### config.mk
export PLATFORM = sky130hd
export DESIGN_NAME = wsIssueSched
export DESIGN_NICKNAME = d
export VERILOG_FILES = /design/src/rtl/wsPkg.sv /design/src/rtl/wsCtrl.sv /design/src/rtl/wsPool.sv /design/src/rtl/wsIssueSched.sv
export SDC_FILE = /design/constraint.sdc
export NUM_CORES = 1
export LEC_CHECK = 0
export BUFFER_PORTS_ARGS = -buffer_cell sky130_fd_sc_hd__buf_2
export CORE_AREA = 2 2 126 189
export CTS_CLUSTER_DIAMETER = 80
export DETAILED_ROUTE_END_ITERATION = 12
export DIE_AREA = 0 0 128 191
export PLACE_DENSITY = 0.54
export SLEW_MARGIN = 20
export SYNTH_ARGS = -nofsm -noshare
export SYNTH_HDL_FRONTEND = slang
export SYNTH_SLANG_ARGS = --single-unit
### constraint.sdc
create_clock -name clk -period 10.5 [get_ports clk]
set_input_delay 2.625 -clock clk [delete_from_list [all_inputs] [get_ports clk]]
set_output_delay 2.625 -clock clk [all_outputs]
set_load 0.01 [all_outputs]
### src/rtl/wsPkg.sv
package wsPkg;

  // Class tags carried by the abstract instruction stream
  typedef enum logic [1:0] {
    TAG_ALU = 2'b00,
    TAG_LSU = 2'b01,
    TAG_SFU = 2'b10,
    TAG_END = 2'b11
  } tagE;

  // Field widths of the control-to-datapath strobe bundle
  localparam int SLOT_IDX_W = 3;   // up to 8 pool slots
  localparam int LANE_IDX_W = 8;   // up to 256 lanes per warp

  typedef struct packed {
    logic                  issueEn;
    logic [SLOT_IDX_W-1:0] issueSlot;
    tagE                   issueCls;
    logic [LANE_IDX_W-1:0] laneStart;
    logic                  lastSlice;
    logic                  retireEn;
    logic [SLOT_IDX_W-1:0] retireSlot;
    logic                  loadEn;
    logic [SLOT_IDX_W-1:0] loadSlot;
  } strobeT;

endpackage

### src/rtl/wsCtrl.sv
module wsCtrl
  import wsPkg::*;
#(
  parameter int NSLOT     = 4,
  parameter int WARP_SIZE = 32,
  parameter int LANES_ALU = 32,
  parameter int LANES_LSU = 16,
  parameter int LANES_SFU = 4
) (
  input  logic       clk,
  input  logic       rstN,
  input  logic       pendValid,
  input  logic [2:0] resReady,
  input  logic       slotValid [NSLOT],
  input  tagE        curTag    [NSLOT],
  output logic       pendReady,
  output strobeT     st
);

  localparam int SW    = $clog2(NSLOT);
  localparam int MIN_L = (LANES_SFU < LANES_LSU)
                         ? ((LANES_SFU < LANES_ALU) ? LANES_SFU : LANES_ALU)
                         : ((LANES_LSU < LANES_ALU) ? LANES_LSU : LANES_ALU);
  localparam int MAXP  = WARP_SIZE / MIN_L;
  localparam int PW    = $clog2(MAXP + 1);

  function automatic int lanesOf(tagE t);
    case (t)
      TAG_ALU: return LANES_ALU;
      TAG_LSU: return LANES_LSU;
      TAG_SFU: return LANES_SFU;
      default: return WARP_SIZE;
    endcase
  endfunction

  function automatic logic readyOf(tagE t, logic [2:0] r);
    case (t)
      TAG_ALU: return r[0];
      TAG_LSU: return r[1];
      TAG_SFU: return r[2];
      default: return 1'b0;
    endcase
  endfunction

  // Issue state: multi-pass ownership, slice counter, round-robin pointer
  logic          lockActive;
  logic [SW-1:0] lockSlot;
  logic [SW-1:0] lastSlot;
  logic [PW-1:0] sliceIdx;

  logic [NSLOT-1:0] elig;
  logic [SW-1:0]    pick;
  logic             pickOk;
  int               slice;
  int               idx;
  tagE              cls;

  always_comb begin
    for (int i = 0; i < NSLOT; i++) begin
      elig[i] = slotValid[i] && (curTag[i] != TAG_END) && readyOf(curTag[i], resReady);
    end

    pickOk = 1'b0;
    pick   = '0;
    idx    = 0;
    if (lockActive) begin
      pickOk = elig[lockSlot];
      pick   = lockSlot;
    end else begin
      for (int k = 1; k <= NSLOT; k++) begin
        idx = (int'(lastSlot) + k) % NSLOT;
        if (!pickOk && elig[idx]) begin
          pickOk = 1'b1;
          pick   = SW'(idx);
        end
      end
    end

    cls   = curTag[pick];
    slice = lockActive ? int'(sliceIdx) : 0;

    st            = '0;
    st.issueEn    = pickOk;
    st.issueSlot  = SLOT_IDX_W'(pick);
    st.issueCls   = cls;
    st.laneStart  = LANE_IDX_W'(slice * lanesOf(cls));
    st.lastSlice  = ((slice + 1) * lanesOf(cls)) >= WARP_SIZE;

    for (int i = 0; i < NSLOT; i++) begin
      if (!st.retireEn && slotValid[i] && (curTag[i] == TAG_END)) begin
        st.retireEn   = 1'b1;
        st.retireSlot = SLOT_IDX_W'(i);
      end
    end

    pendReady = 1'b0;
    for (int i = 0; i < NSLOT; i++) begin
      if (!pendReady && !slotValid[i]) begin
        pendReady   = 1'b1;
        st.loadSlot = SLOT_IDX_W'(i);
      end
    end
    st.loadEn = pendValid && pendReady;
  end

  always_ff @(posedge clk) begin
    if (!rstN) begin
      lockActive <= 1'b0;
      lockSlot   <= '0;
      lastSlot   <= SW'(NSLOT - 1);
      sliceIdx   <= '0;
    end else if (st.issueEn) begin
      lastSlot <= pick;
      if (st.lastSlice) begin
        lockActive <= 1'b0;
        sliceIdx   <= '0;
      end else begin
        lockActive <= 1'b1;
        lockSlot   <= pick;
        sliceIdx   <= PW'(slice + 1);
      end
    end
  end

  // a stalled multi-pass run keeps its owner and its slice position
  p_lock_hold_r7: assert property (@(posedge clk) disable iff (!rstN)
    (lockActive && !st.issueEn) |=> (lockActive && $stable(lockSlot) && $stable(sliceIdx)));

  // an open run always sits past its first slice and below the pass count
  p_slice_bound_r4: assert property (@(posedge clk) disable iff (!rstN)
    lockActive |-> (sliceIdx != '0 && int'(sliceIdx) < MAXP));

endmodule

### src/rtl/wsPool.sv
module wsPool
  import wsPkg::*;
#(
  parameter int NSLOT     = 4,
  parameter int WID_W     = 8,
  parameter int MAX_INSTR = 8,
  parameter int LANE_W    = 5
) (
  input  logic                   clk,
  input  logic                   rstN,
  input  strobeT                 st,
  input  logic [WID_W-1:0]       pendWarp,
  input  logic [2*MAX_INSTR-1:0] pendProg,
  output logic                   slotValid [NSLOT],
  output tagE                    curTag    [NSLOT],
  output logic                   issueValid,
  output logic [WID_W-1:0]       issueWarp,
  output logic [1:0]             issueClass,
  output logic [LANE_W-1:0]      issueLane,
  output logic                   doneValid,
  output logic [WID_W-1:0]       doneWarp
);

  localparam int SW     = $clog2(NSLOT);
  localparam int PROG_W = 2 * (MAX_INSTR + 1);
  localparam int PC_W   = $clog2(MAX_INSTR + 1);

  logic [WID_W-1:0]  warpId [NSLOT];
  logic [PROG_W-1:0] prog   [NSLOT];
  logic [PC_W-1:0]   pc     [NSLOT];

  logic [SW-1:0] issueIdx, retireIdx, loadIdx;
  assign issueIdx  = st.issueSlot[SW-1:0];
  assign retireIdx = st.retireSlot[SW-1:0];
  assign loadIdx   = st.loadSlot[SW-1:0];

  generate
    for (genvar g = 0; g < NSLOT; g++) begin : gSlot
      always_ff @(posedge clk) begin
        if (!rstN) begin
          slotValid[g] <= 1'b0;
          warpId[g]    <= '0;
          prog[g]      <= '1;
          pc[g]        <= '0;
        end else if (st.loadEn && (loadIdx == SW'(g))) begin
          slotValid[g] <= 1'b1;
          warpId[g]    <= pendWarp;
          prog[g]      <= {2'b11, pendProg};   // implicit terminator after the last tag
          pc[g]        <= '0;
        end else if (st.retireEn && (retireIdx == SW'(g))) begin
          slotValid[g] <= 1'b0;
        end else if (st.issueEn && st.lastSlice && (issueIdx == SW'(g))) begin
          pc[g] <= pc[g] + 1'b1;
        end
      end

      assign curTag[g] = tagE'(prog[g][2*pc[g] +: 2]);
    end
  endgenerate

  always_ff @(posedge clk) begin
    if (!rstN) begin
      issueValid <= 1'b0;
      issueWarp  <= '0;
      issueClass <= '0;
      issueLane  <= '0;
      doneValid  <= 1'b0;
      doneWarp   <= '0;
    end else begin
      issueValid <= st.issueEn;
      doneValid  <= st.retireEn;
      if (st.issueEn) begin
        issueWarp  <= warpId[issueIdx];
        issueClass <= st.issueCls;
        issueLane  <= st.laneStart[LANE_W-1:0];
      end
      if (st.retireEn) begin
        doneWarp <= warpId[retireIdx];
      end
    end
  end

  // the control only ever fills a slot that is empty
  p_load_free_r10: assert property (@(posedge clk) disable iff (!rstN)
    st.loadEn |-> !slotValid[loadIdx]);

  // a pass is taken only from a resident warp with live work
  p_issue_live_r11: assert property (@(posedge clk) disable iff (!rstN)
    st.issueEn |-> (slotValid[issueIdx] && curTag[issueIdx] != TAG_END));

  // retirement touches only a resident warp that sits at its end tag
  p_retire_end_r9: assert property (@(posedge clk) disable iff (!rstN)
    st.retireEn |-> (slotValid[retireIdx] && curTag[retireIdx] == TAG_END));

  // a completion pulse is never repeated for the same warp
  p_done_pulse_r9: assert property (@(posedge clk) disable iff (!rstN)
    doneValid |=> (!doneValid || doneWarp != $past(doneWarp)));

endmodule

### src/rtl/wsIssueSched.sv
module wsIssueSched
  import wsPkg::*;
#(
  parameter int NSLOT     = 4,
  parameter int WID_W     = 8,
  parameter int MAX_INSTR = 8,
  parameter int WARP_SIZE = 32,
  parameter int LANES_ALU = 32,
  parameter int LANES_LSU = 16,
  parameter int LANES_SFU = 4
) (
  input  logic                         clk,
  input  logic                         rstN,
  input  logic                         pendValid,
  input  logic [WID_W-1:0]             pendWarp,
  input  logic [2*MAX_INSTR-1:0]       pendProg,
  output logic                         pendReady,
  input  logic [2:0]                   resReady,
  output logic                         issueValid,
  output logic [WID_W-1:0]             issueWarp,
  output logic [1:0]                   issueClass,
  output logic [$clog2(WARP_SIZE)-1:0] issueLane,
  output logic                         doneValid,
  output logic [WID_W-1:0]             doneWarp
);

  localparam int LANE_W = $clog2(WARP_SIZE);

  strobeT st;
  logic   slotValid [NSLOT];
  tagE    curTag    [NSLOT];

  wsCtrl #(
    .NSLOT(NSLOT), .WARP_SIZE(WARP_SIZE),
    .LANES_ALU(LANES_ALU), .LANES_LSU(LANES_LSU), .LANES_SFU(LANES_SFU)
  ) uCtrl (
    .clk(clk), .rstN(rstN), .pendValid(pendValid), .resReady(resReady),
    .slotValid(slotValid), .curTag(curTag), .pendReady(pendReady), .st(st)
  );

  wsPool #(
    .NSLOT(NSLOT), .WID_W(WID_W), .MAX_INSTR(MAX_INSTR), .LANE_W(LANE_W)
  ) uPool (
    .clk(clk), .rstN(rstN), .st(st), .pendWarp(pendWarp), .pendProg(pendProg),
    .slotValid(slotValid), .curTag(curTag),
    .issueValid(issueValid), .issueWarp(issueWarp), .issueClass(issueClass),
    .issueLane(issueLane), .doneValid(doneValid), .doneWarp(doneWarp)
  );

  // every reported pass had its class enabled on the clock it was taken
  p_class_ready_r6: assert property (@(posedge clk) disable iff (!rstN)
    issueValid |-> ((issueClass == 2'b00 && $past(resReady[0])) ||
                    (issueClass == 2'b01 && $past(resReady[1])) ||
                    (issueClass == 2'b10 && $past(resReady[2]))));

endmodule

==> metrics.csv <==
stage,metric,value,unit
run_status,outcome,"finished, final reports clean",
cts,hold bufs inserted after CTS,0,
timing,Worst Max-Slew Pin Slew,0.912,ns
timing,count of pins over their slew limit,0,
floorplan,die extent in y,191,um
route,routed len/inst,19.0,um
cts,CTS Buf Count,17,
worst_setup_path,CP Depth,26,
timing,crit path time final,8.97,ns
pwr,Final Total Pwr,1.47,mW
cts,cts repair resizes,0,
pwr,maximum VDD drop,112,uV
synth,"Distinct cells, synth",62,
cts,CTS tree,done,
synth,Synth Flop Type,edfxtp_1,
worst_setup_path,"Slowest-stage cell, CP",or4_4,
global_routing,first-pass GRT wire length,31.2,mm
worst_setup_path,Buf/Inv on CP,3,
finish,Layout area overhead,14.7,%
synth,sequential fraction of the synthesis area,52.0,%
synth,Commonest cells post-synth,"edfxtp_1, or3_1, and2_1, nand2_1, nor2_1",
pwr,Net Sw Frac,25.3,%
synth,Cells after Synth,709,
placement,Detailed Place HPWL,14.3,mm
timing,RSZ-0062 raised after global routing,false,
cts,clock slew at reported path FFs,0.06,ns
timing,Slew Limit Headroom,38.5,%
cts,H-Tree Depth,4,
finish,final core occ,39.5,%
synth,synthesized area,7850,sq um
floorplan,DIE WIDTH,128,um
timing,FMAX,111,MHz
synth,Syn Area/Cell,11.1,sq um
route,Vias,5576,
timing,Sum Neg Setup Slack,0,ns
cts,Root Buffer,clkbuf_16,
worst_setup_path,CP Max Fanout,12,
timing,Hold Slack,0.475,ns
worst_setup_path,R2R depth,27,
pwr,Seq pwr share,46.5,%
floorplan,Rows,68,
worst_setup_path,CP peak stage delay,0.54,ns
synth,top-area cell type share of the netlist area,42.9,%
global_routing,number of global-route vias before repair,5561,
timing,final hold violations,0,
global_routing,pin count of the biggest net entering global routing,46,
route,Via-to-Cell Ratio,5.34,
placement,GP Congestion,0.832,
placement,Port Buffers,53,
global_routing,GRT Util Overall,16.9,%
floorplan,Initial Utilization,34.4,%
timing,Final setup viols,0,
cts,Num Clock Sinks,148,
hold_path,hold crit path type,flop to flop,
finish,layout cells sized above 1,15.6,%
worst_setup_path,critical path launch point type,input pin,
floorplan,io pins,56,
worst_setup_path,Worst setup endpoint,uPool.pc[1][1]$_SDFFCE_PN0P_,
worst_setup_path,WS Path Type,input pin to flop,
pwr,Comb power frac,11.9,%
global_routing,grt total ovfl,0,
worst_setup_path,WP data required,10.61,ns
floorplan,full die area,24400,sq um
worst_setup_path,CP Capture Type,flop,
route,Antenna Nets Post-Route,0,
global_routing,initial antenna violation count,0,
route,DRT Wirelength,19.9,mm
pwr,P_int,1.10,mW
synth,post-synthesis async set-or-reset flop share,0,%
pwr,Pleak,3.34,nW
route,First-pass DRT Iterations,9,
pwr,P per Cell Area,163,nW/um^2
pwr,Psw,372,uW
floorplan,core area,22800,sq um
finish,Nets,818,
route,Initial DRC Count,434,
finish,Fillers,2260,
synth,Yosys warnings,0,
worst_setup_path,r2r endpoint,uPool.pc[1][1]$_SDFFCE_PN0P_,
synth,Area contributors post-synth,"edfxtp_1, dfxtp_1, ha_1",
worst_setup_path,Worst path top cell family by delay,simple AND/OR/NAND/NOR gates,
cts,total setup buffers inserted after CTS,0,
timing,Setup Skew,0.00918,ns
synth,Post-synth EDFFs,112,
worst_setup_path,CP most frequent cell,ha_1,
worst_setup_path,r2r setup slk,2.32,ns
synth,#FFs+latches synth,148,
pwr,clock power share,41.6,%
cts,CTS Buffer Depth,2,
synth,post-synth top area cell,edfxtp_1,
route,DRC violations left,0,
worst_setup_path,critical path arrival,9.08,ns
cts,Clock Latency Late Sink,0.41,ns
timing,Tcrit/Tclk final,85.5,%
worst_setup_path,start point of the critical path,resReady[1],
flow_run,max_cap viols,0,
worst_setup_path,reg2reg start,uPool.pc[1][4]$_SDFFCE_PN0P_,
synth,most common cell in the netlist,edfxtp_1,
==> registers in the layout (all words and copies together), names as in the netlist <==
signal,cells
uCtrl.sliceIdx,4
uPool.doneWarp,8
uCtrl.lockActive,1
uCtrl.lastSlot,2
uCtrl.lockSlot,2
uPool.doneValid,1
uPool.issueClass,2
uPool.pc,16
uPool.warpId,32
uPool.issueLane,3
uPool.issueValid,1
uPool.issueWarp,8
uPool.slotValid,4
uPool.prog,64
==> through the flow <==
step | setup slack [ns] | std cells | area, sq um
after floorplan | 1.89 | 710 | 7850
after global placement | 1.21 | 1011 | 8400
after detailed placement | 1.09 | 1011 | 8400
after CTS | 1.52 | 1043 | 8990
after global routing | 1.04 | 1044 | 9000
final | 1.53 | 1045 | 9010
==> power by group through the flow <==
stage	registers, mW	clock network [mW]	logic (mW)
after floorplan	0.687	0	0.121
after global placement	0.695	0	0.175
after detailed placement	0.696	0	0.176
after CTS	0.683	0.623	0.177
after global routing	0.687	0.647	0.196
final	0.683	0.611	0.175
==> tightest hold or removal path: cells and delay by family (launching register included) <==
kind	cells	cell delay (ns)
flops	1	0.31
simple gates	1	0.05
compound gates	1	0.07
==> logic make-up (layout without fill, tap and decap cells) <==
group,count (synthesis),in the layout,synth area share [%]
flops,148,148,52.0
mux,27,27,5.10
buf+inv,69,123,3.52
fa+ha+maj,37,37,6.19
compound gates,132,132,11.9
simple gates,283,283,19.9
other cells,1,3,0.0478
xor+xnor,12,12,1.34
==> area by class of cell <==
cell class                 count  area (sq um)  area share [%]
multi-input combinational    493          3520            39.1
inverter                      25          93.8            1.04
clock inverter                14           159            1.76
tap                          280           350            3.89
timing repair buffer          66           367            4.07
sequential                   148          4080            45.3
clock buffer                  18           429            4.77
antenna                        1          2.50          0.0278
==> cell usage in the layout, fill, tap and decap left out, types with 25 or more instances in the layout <==
master / instances
dfxtp_1: 36
buf_2: 53
or3_1: 50
nand2b_1: 31
and2_1: 44
nand2_1: 44
nor2_1: 43
ha_1: 34
o21ai_0: 27
edfxtp_1: 112
inv_1: 25
==> routing by layer <==
layer	global-route usage [%]	vias up	wire length, um
met3	2.83	23	719
met2	30.0	132	10500
li1	-	2713	-
met5	0	-	0
met1	20.5	2708	8370
met4	6.09	0	327
==> worst min-delay path by stage <==
| stage | start | to | slack [ns] | cells after the start |
|---|---|---|---|---|
| finish | uPool.issueWarp[6]$_SDFFE_PN0N_ | uPool.issueWarp[6]$_SDFFE_PN0N_ | 0.47 | 2 |
| global route | uPool.issueWarp[3]$_SDFFE_PN0N_ | uPool.issueWarp[3]$_SDFFE_PN0N_ | 0.49 | 2 |
| CTS | uPool.issueWarp[6]$_SDFFE_PN0N_ | uPool.issueWarp[6]$_SDFFE_PN0N_ | 0.47 | 2 |
| detailed placement | uPool.issueWarp[6]$_SDFFE_PN0N_ | uPool.issueWarp[6]$_SDFFE_PN0N_ | 0.47 | 2 |
| global placement | uPool.issueWarp[0]$_SDFFE_PN0N_ | uPool.issueWarp[0]$_SDFFE_PN0N_ | 0.46 | 2 |
| floorplan | uCtrl.sliceIdx[1]$_SDFFE_PN0N_ | uCtrl.sliceIdx[1]$_SDFFE_PN0N_ | 0.46 | 2 |
Note: power is estimated with default switching activity, not from simulation.
